File: config.mk
export PLATFORM = sky130hd
export DESIGN_NAME = iostat_dsw_unit
export DESIGN_NICKNAME = d
export VERILOG_FILES = /design/src/rtl/iostat_pkg.sv /design/src/rtl/iostat_cmd_gate.sv /design/src/rtl/iostat_dsw_store.sv /design/src/rtl/iostat_resp.sv /design/src/rtl/iostat_dsw_unit.sv
export SDC_FILE = /design/constraint.sdc
export NUM_CORES = 1
export LEC_CHECK = 0
export BUFFER_PORTS_ARGS = -buffer_cell sky130_fd_sc_hd__buf_4
export CAP_MARGIN = 20
export CORE_UTILIZATION = 55
export DETAILED_ROUTE_END_ITERATION = 8
export PLACE_DENSITY = 0.81
export SETUP_SLACK_MARGIN = 0.2
export SLEW_MARGIN = 15
export SYNTH_ARGS = -nofsm -noshare
export SYNTH_HDL_FRONTEND = slang
export SYNTH_SLANG_ARGS = --single-unit
File: constraint.sdc
create_clock -name clk -period 3.11 [get_ports clk]
set_input_delay 0.7775 -clock clk [delete_from_list [all_inputs] [get_ports clk]]
set_output_delay 0.7775 -clock clk [all_outputs]
set_load 0.01 [all_outputs]
File: src/rtl/iostat_pkg.sv
`timescale 1ns/1ps
package iostat_pkg;

   typedef enum logic [1:0] {
      CMD_PLAIN     = 2'b00,
      CMD_RDSTAT    = 2'b01,
      CMD_HALT      = 2'b10,
      CMD_PLAIN_ALT = 2'b11
   } cmd_kind_e;

   localparam logic [1:0] CC_OK    = 2'b00;
   localparam logic [1:0] CC_FAULT = 2'b01;

   typedef struct packed {
      logic       merge_en;
      logic       clear;
      logic       rd_req;
      logic       cc_fire;
      logic [1:0] cc_val;
   } verdict_t;

endpackage

File: src/rtl/iostat_cmd_gate.sv
`timescale 1ns/1ps
module iostat_cmd_gate
   import iostat_pkg::*;
#(
   parameter int DSW_W = 16
) (
   input  logic             cmd_valid,
   input  logic [1:0]       cmd_kind,
   input  logic             err_valid,
   input  logic [DSW_W-1:0] err_bits,
   input  logic             locked,
   output verdict_t         verdict
);

   logic is_plain;
   logic is_read;
   logic is_halt;
   logic reject;
   logic accept;
   logic new_fault;

   always_comb begin
      is_plain  = (cmd_kind == CMD_PLAIN) || (cmd_kind == CMD_PLAIN_ALT);
      is_read   = (cmd_kind == CMD_RDSTAT);
      is_halt   = (cmd_kind == CMD_HALT);
      reject    = cmd_valid && is_plain && locked;
      accept    = cmd_valid && !reject;
      new_fault = err_valid && (|err_bits);

      verdict.merge_en = err_valid && !reject;
      verdict.clear    = accept && (is_read || is_halt);
      verdict.rd_req   = accept && is_read;
      verdict.cc_fire  = cmd_valid;
      verdict.cc_val   = (reject || new_fault) ? CC_FAULT : CC_OK;
   end

endmodule

File: src/rtl/iostat_dsw_store.sv
`timescale 1ns/1ps
module iostat_dsw_store #(
   parameter int DSW_W = 16
) (
   input  logic             clk,
   input  logic             rst_n,
   input  logic             clear,
   input  logic             merge_en,
   input  logic [DSW_W-1:0] merge_bits,
   output logic [DSW_W-1:0] dsw_q,
   output logic             locked
);

   for (genvar b = 0; b < DSW_W; b++) begin : g_bit
      always_ff @(posedge clk or negedge rst_n) begin
         if (!rst_n)
            dsw_q[b] <= 1'b0;
         else if (clear)
            dsw_q[b] <= merge_en & merge_bits[b];
         else if (merge_en & merge_bits[b])
            dsw_q[b] <= 1'b1;
      end
   end

   assign locked = |dsw_q;

   AST_ERR_STICKY: assert property (@(posedge clk) disable iff (!rst_n)
      !clear |=> ((dsw_q & $past(dsw_q)) == $past(dsw_q))) else $error("sticky bit lost");

   AST_MERGE_KEPT: assert property (@(posedge clk) disable iff (!rst_n)
      merge_en |=> ((dsw_q & $past(merge_bits)) == $past(merge_bits))) else $error("merged bit missing");

endmodule

File: src/rtl/iostat_resp.sv
`timescale 1ns/1ps
module iostat_resp #(
   parameter int DSW_W     = 16,
   parameter int OUT_STAGE = 1
) (
   input  logic             clk,
   input  logic             rst_n,
   input  logic             cc_fire,
   input  logic [1:0]       cc_val,
   input  logic             rd_req,
   input  logic [DSW_W-1:0] dsw_snap,
   output logic             cc_valid,
   output logic [1:0]       cc,
   output logic             rd_valid,
   output logic [DSW_W-1:0] rd_data
);

   if (OUT_STAGE != 0) begin : g_reg
      always_ff @(posedge clk or negedge rst_n) begin
         if (!rst_n) begin
            cc_valid <= 1'b0;
            cc       <= 2'b00;
            rd_valid <= 1'b0;
            rd_data  <= '0;
         end else begin
            cc_valid <= cc_fire;
            cc       <= cc_fire ? cc_val : 2'b00;
            rd_valid <= rd_req;
            if (rd_req)
               rd_data <= dsw_snap;
         end
      end

      AST_READ_SNAPSHOT: assert property (@(posedge clk) disable iff (!rst_n)
         rd_req |=> (rd_valid && rd_data == $past(dsw_snap))) else $error("read snapshot");
   end else begin : g_comb
      always_comb begin
         cc_valid = cc_fire;
         cc       = cc_fire ? cc_val : 2'b00;
         rd_valid = rd_req;
         rd_data  = rd_req ? dsw_snap : '0;
      end
   end

endmodule

File: src/rtl/iostat_dsw_unit.sv
`timescale 1ns/1ps
module iostat_dsw_unit
   import iostat_pkg::*;
#(
   parameter int DSW_W     = 16,
   parameter int OUT_STAGE = 1
) (
   input  logic             clk,
   input  logic             rst_n,
   input  logic             cmd_valid,
   input  logic [1:0]       cmd_kind,
   input  logic             err_valid,
   input  logic [DSW_W-1:0] err_bits,
   output logic             cc_valid,
   output logic [1:0]       cc,
   output logic             rd_valid,
   output logic [DSW_W-1:0] rd_data
);

   initial begin
      assert (DSW_W >= 1 && DSW_W <= 64) else $error("DSW_W out of range");
      assert (OUT_STAGE == 0 || OUT_STAGE == 1) else $error("OUT_STAGE must be 0 or 1");
   end

   verdict_t         verdict;
   logic [DSW_W-1:0] dsw_q;
   logic             locked;

   iostat_cmd_gate #(.DSW_W(DSW_W)) u_gate (
      .cmd_valid (cmd_valid),
      .cmd_kind  (cmd_kind),
      .err_valid (err_valid),
      .err_bits  (err_bits),
      .locked    (locked),
      .verdict   (verdict)
   );

   iostat_dsw_store #(.DSW_W(DSW_W)) u_store (
      .clk        (clk),
      .rst_n      (rst_n),
      .clear      (verdict.clear),
      .merge_en   (verdict.merge_en),
      .merge_bits (err_bits),
      .dsw_q      (dsw_q),
      .locked     (locked)
   );

   iostat_resp #(.DSW_W(DSW_W), .OUT_STAGE(OUT_STAGE)) u_resp (
      .clk      (clk),
      .rst_n    (rst_n),
      .cc_fire  (verdict.cc_fire),
      .cc_val   (verdict.cc_val),
      .rd_req   (verdict.rd_req),
      .dsw_snap (dsw_q),
      .cc_valid (cc_valid),
      .cc       (cc),
      .rd_valid (rd_valid),
      .rd_data  (rd_data)
   );

   if (OUT_STAGE != 0) begin : g_chk
      AST_REJECT_FAULT: assert property (@(posedge clk) disable iff (!rst_n)
         (cmd_valid && cmd_kind[1] == cmd_kind[0] && |dsw_q) |=> (cc_valid && cc == 2'b01)) else $error("reject cc");

      AST_REJECT_INERT: assert property (@(posedge clk) disable iff (!rst_n)
         (cmd_valid && cmd_kind[1] == cmd_kind[0] && |dsw_q) |=> ($stable(dsw_q) && !rd_valid)) else $error("reject side effect");

      AST_HALT_CLEARS: assert property (@(posedge clk) disable iff (!rst_n)
         (cmd_valid && cmd_kind == 2'b10 && !err_valid) |=> (dsw_q == '0 && cc == 2'b00)) else $error("halt clear");

      AST_ERR_FAULT_CC: assert property (@(posedge clk) disable iff (!rst_n)
         (cmd_valid && err_valid && |err_bits) |=> (cc_valid && cc == 2'b01)) else $error("error cc");

      AST_CC_PULSE: assert property (@(posedge clk) disable iff (!rst_n)
         !cmd_valid |=> !cc_valid) else $error("spurious cc");
   end

endmodule

=== After elaboration in Yosys (flattened, before gate mapping) ===
Cells that the tools add are included.

* Register bits: 36
* Logic and storage cells: 103
* Output and inout port bits: 20
* Bits of input ports: 22

* Equality and inequality tests: 3
* Mux-type cells: 34
* Bitwise gates (word level): 16
* Reductions and logical operators: 30

{| class="wikitable"
|+ Operator list
! cell !! number
|-
| two-way mux 1 bit || 34
|-
| nonzero test 2 bit || 16
|-
| OR reduction 16 bit || 2
|-
| AND 1 bit || 16
|-
| logical AND 1 bit || 7
|-
| == test 2 bit, second input constant || 2
|-
| logical OR 1 bit || 3
|-
| == test 2 x 1 -> 1 bit, second input constant || 1
|-
| logical NOT 2 bit || 1
|-
| logical NOT 1 bit || 1
|}

=== Longest topological paths before layout ===
* Word-level depth: 9
* Depth in mapped cells: 7
* Depth with buffers taken out: 5

=== Hierarchy ===
A second synthesis with hierarchy kept.

* Cell total of the unflattened synthesis: 128
* Area, all modules: 1,562.7 sq um

{| class="wikitable"
|+ By module, submodules not included
! module !! times used !! area an instance (sq um) !! cells each
|-
| iostat_resp || 1 || 762.0 || 40
|-
| iostat_dsw_store || 1 || 699.4 || 72
|-
| iostat_cmd_gate || 1 || 101.3 || 16
|}

=== Worst setup path after synthesis ===
OpenSTA, ideal clock, no wires.

* Path type: in2reg
* From: in cmd_kind[1]
* To: reg u_resp.rd_data[0]
* Data arrival time: 1.810 ns
* Path slack: 1.175 ns
* Required time: 2.985 ns
* Cell stages on the path: 6
* Cells stage by stage: inv_1 ha_1 a21o_1 buf_6 buf_12 mux2_4

* Longest elaborated chain between the ends: 7
* Elaborated cells between the ends (all ways): 9
* Classes of those cells: eq/ne: 2; reduce/logical: 7

{| class="wikitable"
|+ RTL lines
! what !! line !! text
|-
| start, declared || iostat_dsw_unit.sv:11 || <nowiki>input logic [1:0] cmd_kind,</nowiki>
|-
| == test 2 bit / logical NOT 2 bit (equally long branches) || iostat_cmd_gate.sv:23 || <nowiki>is_plain = (cmd_kind == CMD_PLAIN) || (cmd_kind == CMD_PLAIN_ALT);</nowiki>
|-
| logical OR 1 bit || iostat_cmd_gate.sv:23 ||
|-
| logical AND 1 bit (2 in a row) || iostat_cmd_gate.sv:26 || <nowiki>reject = cmd_valid && is_plain && locked;</nowiki>
|-
| logical NOT 1 bit || iostat_cmd_gate.sv:27 || <nowiki>accept = cmd_valid && !reject;</nowiki>
|-
| logical AND 1 bit || iostat_cmd_gate.sv:27 ||
|-
| logical AND 1 bit * || iostat_cmd_gate.sv:32 || <nowiki>verdict.rd_req = accept && is_read;</nowiki>
|-
| end signal, assigned || iostat_resp.sv:30 || <nowiki>rd_data <= dsw_snap;</nowiki>
|-
| end, declared || iostat_resp.sv:15 || <nowiki>output logic [DSW_W-1:0] rd_data</nowiki>
|}

Mark *: on every way between the ends. The rest lies on a longest branch, timed or not.
A chain may end at the register's enable or synchronous reset.

=== Final worst setup path ===
* From: reg u_store.dsw_q[0]
* To: reg u_resp.rd_data[13]

* Longest elaborated chain between the ends: 5

{| class="wikitable"
|+ RTL lines
! what !! line !! text
|-
| start, declared || iostat_dsw_store.sv:10 || <nowiki>output logic [DSW_W-1:0] dsw_q,</nowiki>
|-
| start signal, assigned by index || iostat_dsw_store.sv:19 || <nowiki>dsw_q[b] <= merge_en & merge_bits[b];</nowiki>
|-
| OR reduction 16 bit || iostat_dsw_store.sv:25 || <nowiki>assign locked = |dsw_q;</nowiki>
|-
| logical AND 1 bit || iostat_cmd_gate.sv:26 ||
|-
| logical NOT 1 bit || iostat_cmd_gate.sv:27 ||
|-
| logical AND 1 bit || iostat_cmd_gate.sv:27 ||
|-
| logical AND 1 bit || iostat_cmd_gate.sv:32 ||
|}

No other way between the ends.

==> flow_metrics.py <==
metrics = {
    "yosys": {
        "yosys.area.top_type": "dfrtp_1",
        "synth_most_common_cell": "dfrtp_1",
        "dominantRegCellSynth": "dfrtp_1",
        "synth_nets": 163,
        "synthTopCellsByArea": "dfrtp_1 (55%), mux2_4 (8.5%), o21ai_0 (7.0%)",
        "netlist_area_sq_um": 1582,
        "yosys-top-cells-count": "dfrtp_1 (35), o21ai_0 (22), nand2_1 (13), and2_1 (11), mux2_4 (9)",
        "ys_warn_count": 0,
        "synthCells": 140,
        "yosys_register_bits": 35,
        "async_reset_ff_share_pct": 100.0,
        "ys_types": 23,
        "yosys.area.top_type_share_pct": 55.38,
        "ys_seq_area_share_pct": 55.38,
        "postSynthAreaPerCell_sq_um": 11.30,
        "synth_edf_count": 0,
    },
    "die": {
        "rows": 19,
        "start_util_pct": 57.85,
        "die_x_um": 55.63,
        "core_region_area_sq_um": 2734,
        "io_pins": 42,
        "fp.dieH_um": 55.63,
        "die_area_sq_um": 3094,
    },
    "power_and_ir_drop": {
        "powerDensity_nw_per_um2": 659.5,
        "worst_ir_drop_vdd_mv": 0.5007,
        "p_leak_uw": 0.0009303,
    },
    "clock_network": {
        "htreeDepth": 2,
        "numCtsBuffers": 5,
        "cts_setup_buffers": 0,
        "cts_resized": 0,
        "root_buffer": "clkbuf_4",
        "cts_tree": "done",
        "path_clk_slew_ns": 0.10,
        "clock_latency_ns": 0.34,
        "clock_path_buffers": 2,
        "ctsHoldBuffers": 0,
        "cts.sinks": 35,
    },
    "final_layout": {
        "drive_gt1_share_pct": 36.11,
        "area_growth_pct": 21.36,
        "utilization_pct": 70.21,
        "diodes": 0,
        "final_area_sq_um": 1919,
        "fillers": 196,
        "fin_nets": 202,
        "finalNonFillerCells": 211,
    },
    "routing": {
        "first_iter_violations": 49,
        "wl_per_cell_um": 15.08,
        "via_per_inst": 5.791,
        "ant_nets": 0,
        "drc": 0,
        "drtPass1Iterations": 4,
        "wirelength_um": 3181,
        "vias": 1222,
    },
    "grt": {
        "grt_start_max_net_pins": 36,
        "grt_pass1_vias": 1166,
        "grt_pass1_wl_um": 5195,
        "track_usage_pct": 22.51,
        "antenna_found_initial": 0,
        "gr-total-overflow": 0,
    },
    "sta": {
        "setup_viol": 0,
        "fin_crit_ns": 1.985,
        "finalCritPeriodShare_pct": 63.83,
        "hold_ws_ns": 0.3659,
        "rsz0062_at_grt": "no",
        "setup_tns_ns": 0,
        "relSlewSlack_pct": 62.94,
        "worst_pin_slew_ns": 0.5559,
        "hold_viol_final": 0,
        "finalMaxSlewViolations": 0,
        "clock.fmax_ghz": 0.5037,
        "fin_skew_ns": 0.006776,
    },
    "status": {
        "outcome": "finished clean",
    },
    "place": {
        "placed_area_sq_um": 1866,
        "gp_congestion": 0.7624,
        "hpwlAfterDp_um": 2273,
        "portBuffers": 40,
        "place_inst": 203,
    },
    "setup_path": {
        "worst_ep_required_time_ns": 3.34,
        "path_class": "reg2reg",
        "critPathMaxFanout": 11,
        "cp-end-kind": "flop",
        "cp-start-kind": "flop",
        "cp_data_arrival_time_ns": 2.22,
    },
    "hold_path": {
        "hp-class": "in2async",
    },
    "run": {
        "drv_cap": 0,
    },
}
==> sequential cells by signal (all words and copies together) (netlist names) <==
register and flops:
u_resp.rd_data 16, u_store.dsw_q 16, u_resp.cc 1, u_resp.cc_valid 1, u_resp.rd_valid 1
==> where the power goes <==
part	internal [uW]	total (uW)	leakage [uW]	switching (uW)
combinational	226	376	0.000488	150
clock	87.1	234	0.0000282	147
sequential	573	656	0.000414	82.5
total	886	1270	0.000930	379
==> cell type report <==
| cell class | instances | area [sq um] | share of cell area (%) |
|---|---|---|---|
| clock buffers | 6 | 41.29 | 2.151 |
| clock inverters | 2 | 12.51 | 0.6519 |
| inverters | 7 | 26.28 | 1.369 |
| multi-input cells | 89 | 616.8 | 32.14 |
| flip-flops and latches | 35 | 875.8 | 45.63 |
| well taps | 31 | 38.79 | 2.021 |
| repair buffers | 41 | 307.8 | 16.04 |
==> path summary, 6_finish.rpt <==
path | slack [ns] | cells after the start | to | from
worst max register to register | 1.12 | 5 | u_resp.rd_data[13] | u_store.dsw_q[0]
worst max-delay path | 1.12 | 5 | u_resp.rd_data[13] | u_store.dsw_q[0]
worst min register to register | 0.52 | 1 | u_resp.rd_data[10] | u_resp.rd_data[10]
min in group clk | 0.52 | 1 | u_resp.rd_data[10] | u_resp.rd_data[10]
worst min-delay path | 0.37 | 1 | u_store.dsw_q[10] | rst_n
max in group asynchronous | 2.43 | 1 | u_resp.rd_data[5] | rst_n
==> layer usage <==
layer  share of wire, %  track usage (%)  vias up
li1                   -                -      567
met1                 42            28.86      589
met2                 49            34.77       58
met3                7.1            5.349        8
met4                1.5            13.57        0
met5                  0                0        -
==> worst max-delay path: stages, from the launching register on <==
cell and delay (ns):
dfrtp_1 0.43, nor4_1 0.36, nand4_1 0.21, a21o_1 0.33, buf_4 0.24, mux2_4 0.30
==> layout by cell type (no fill, tap or decap), drive strengths merged, types with 5 or more instances in the layout <==
| cell | instances |
|---|---|
| a21oi | 5 |
| a22oi | 5 |
| buf | 41 |
| nand2 | 13 |
| nor4 | 8 |
| and2 | 11 |
| dfrtp | 35 |
| o21ai | 22 |
| clkbuf | 6 |
| inv | 7 |
| mux2 | 16 |
==> logic make-up after synthesis <==
| family | after synthesis | share of synthesized area [%] |
|---|---|---|
| buffers and inverters | 16 | 5.617 |
| flip-flops | 35 | 55.38 |
| other | 1 | 0.2371 |
| AND/OR/NAND/NOR | 37 | 12.66 |
| AO/OA/AOI/OAI | 34 | 11.79 |
| adder cells (fa/ha/maj) | 1 | 0.7910 |
| multiplexers | 16 | 13.53 |
==> through the flow <==
stage | setup slack [ns] | power, uW
finish | 1.125 | 1266
global placement | 0.8775 | 1025
CTS | 1.147 | 1274
detailed placement | 0.8477 | 1042
floorplan | 1.175 | 842.9
global route | 1.109 | 1335
(Power assumes the default switching activity.)
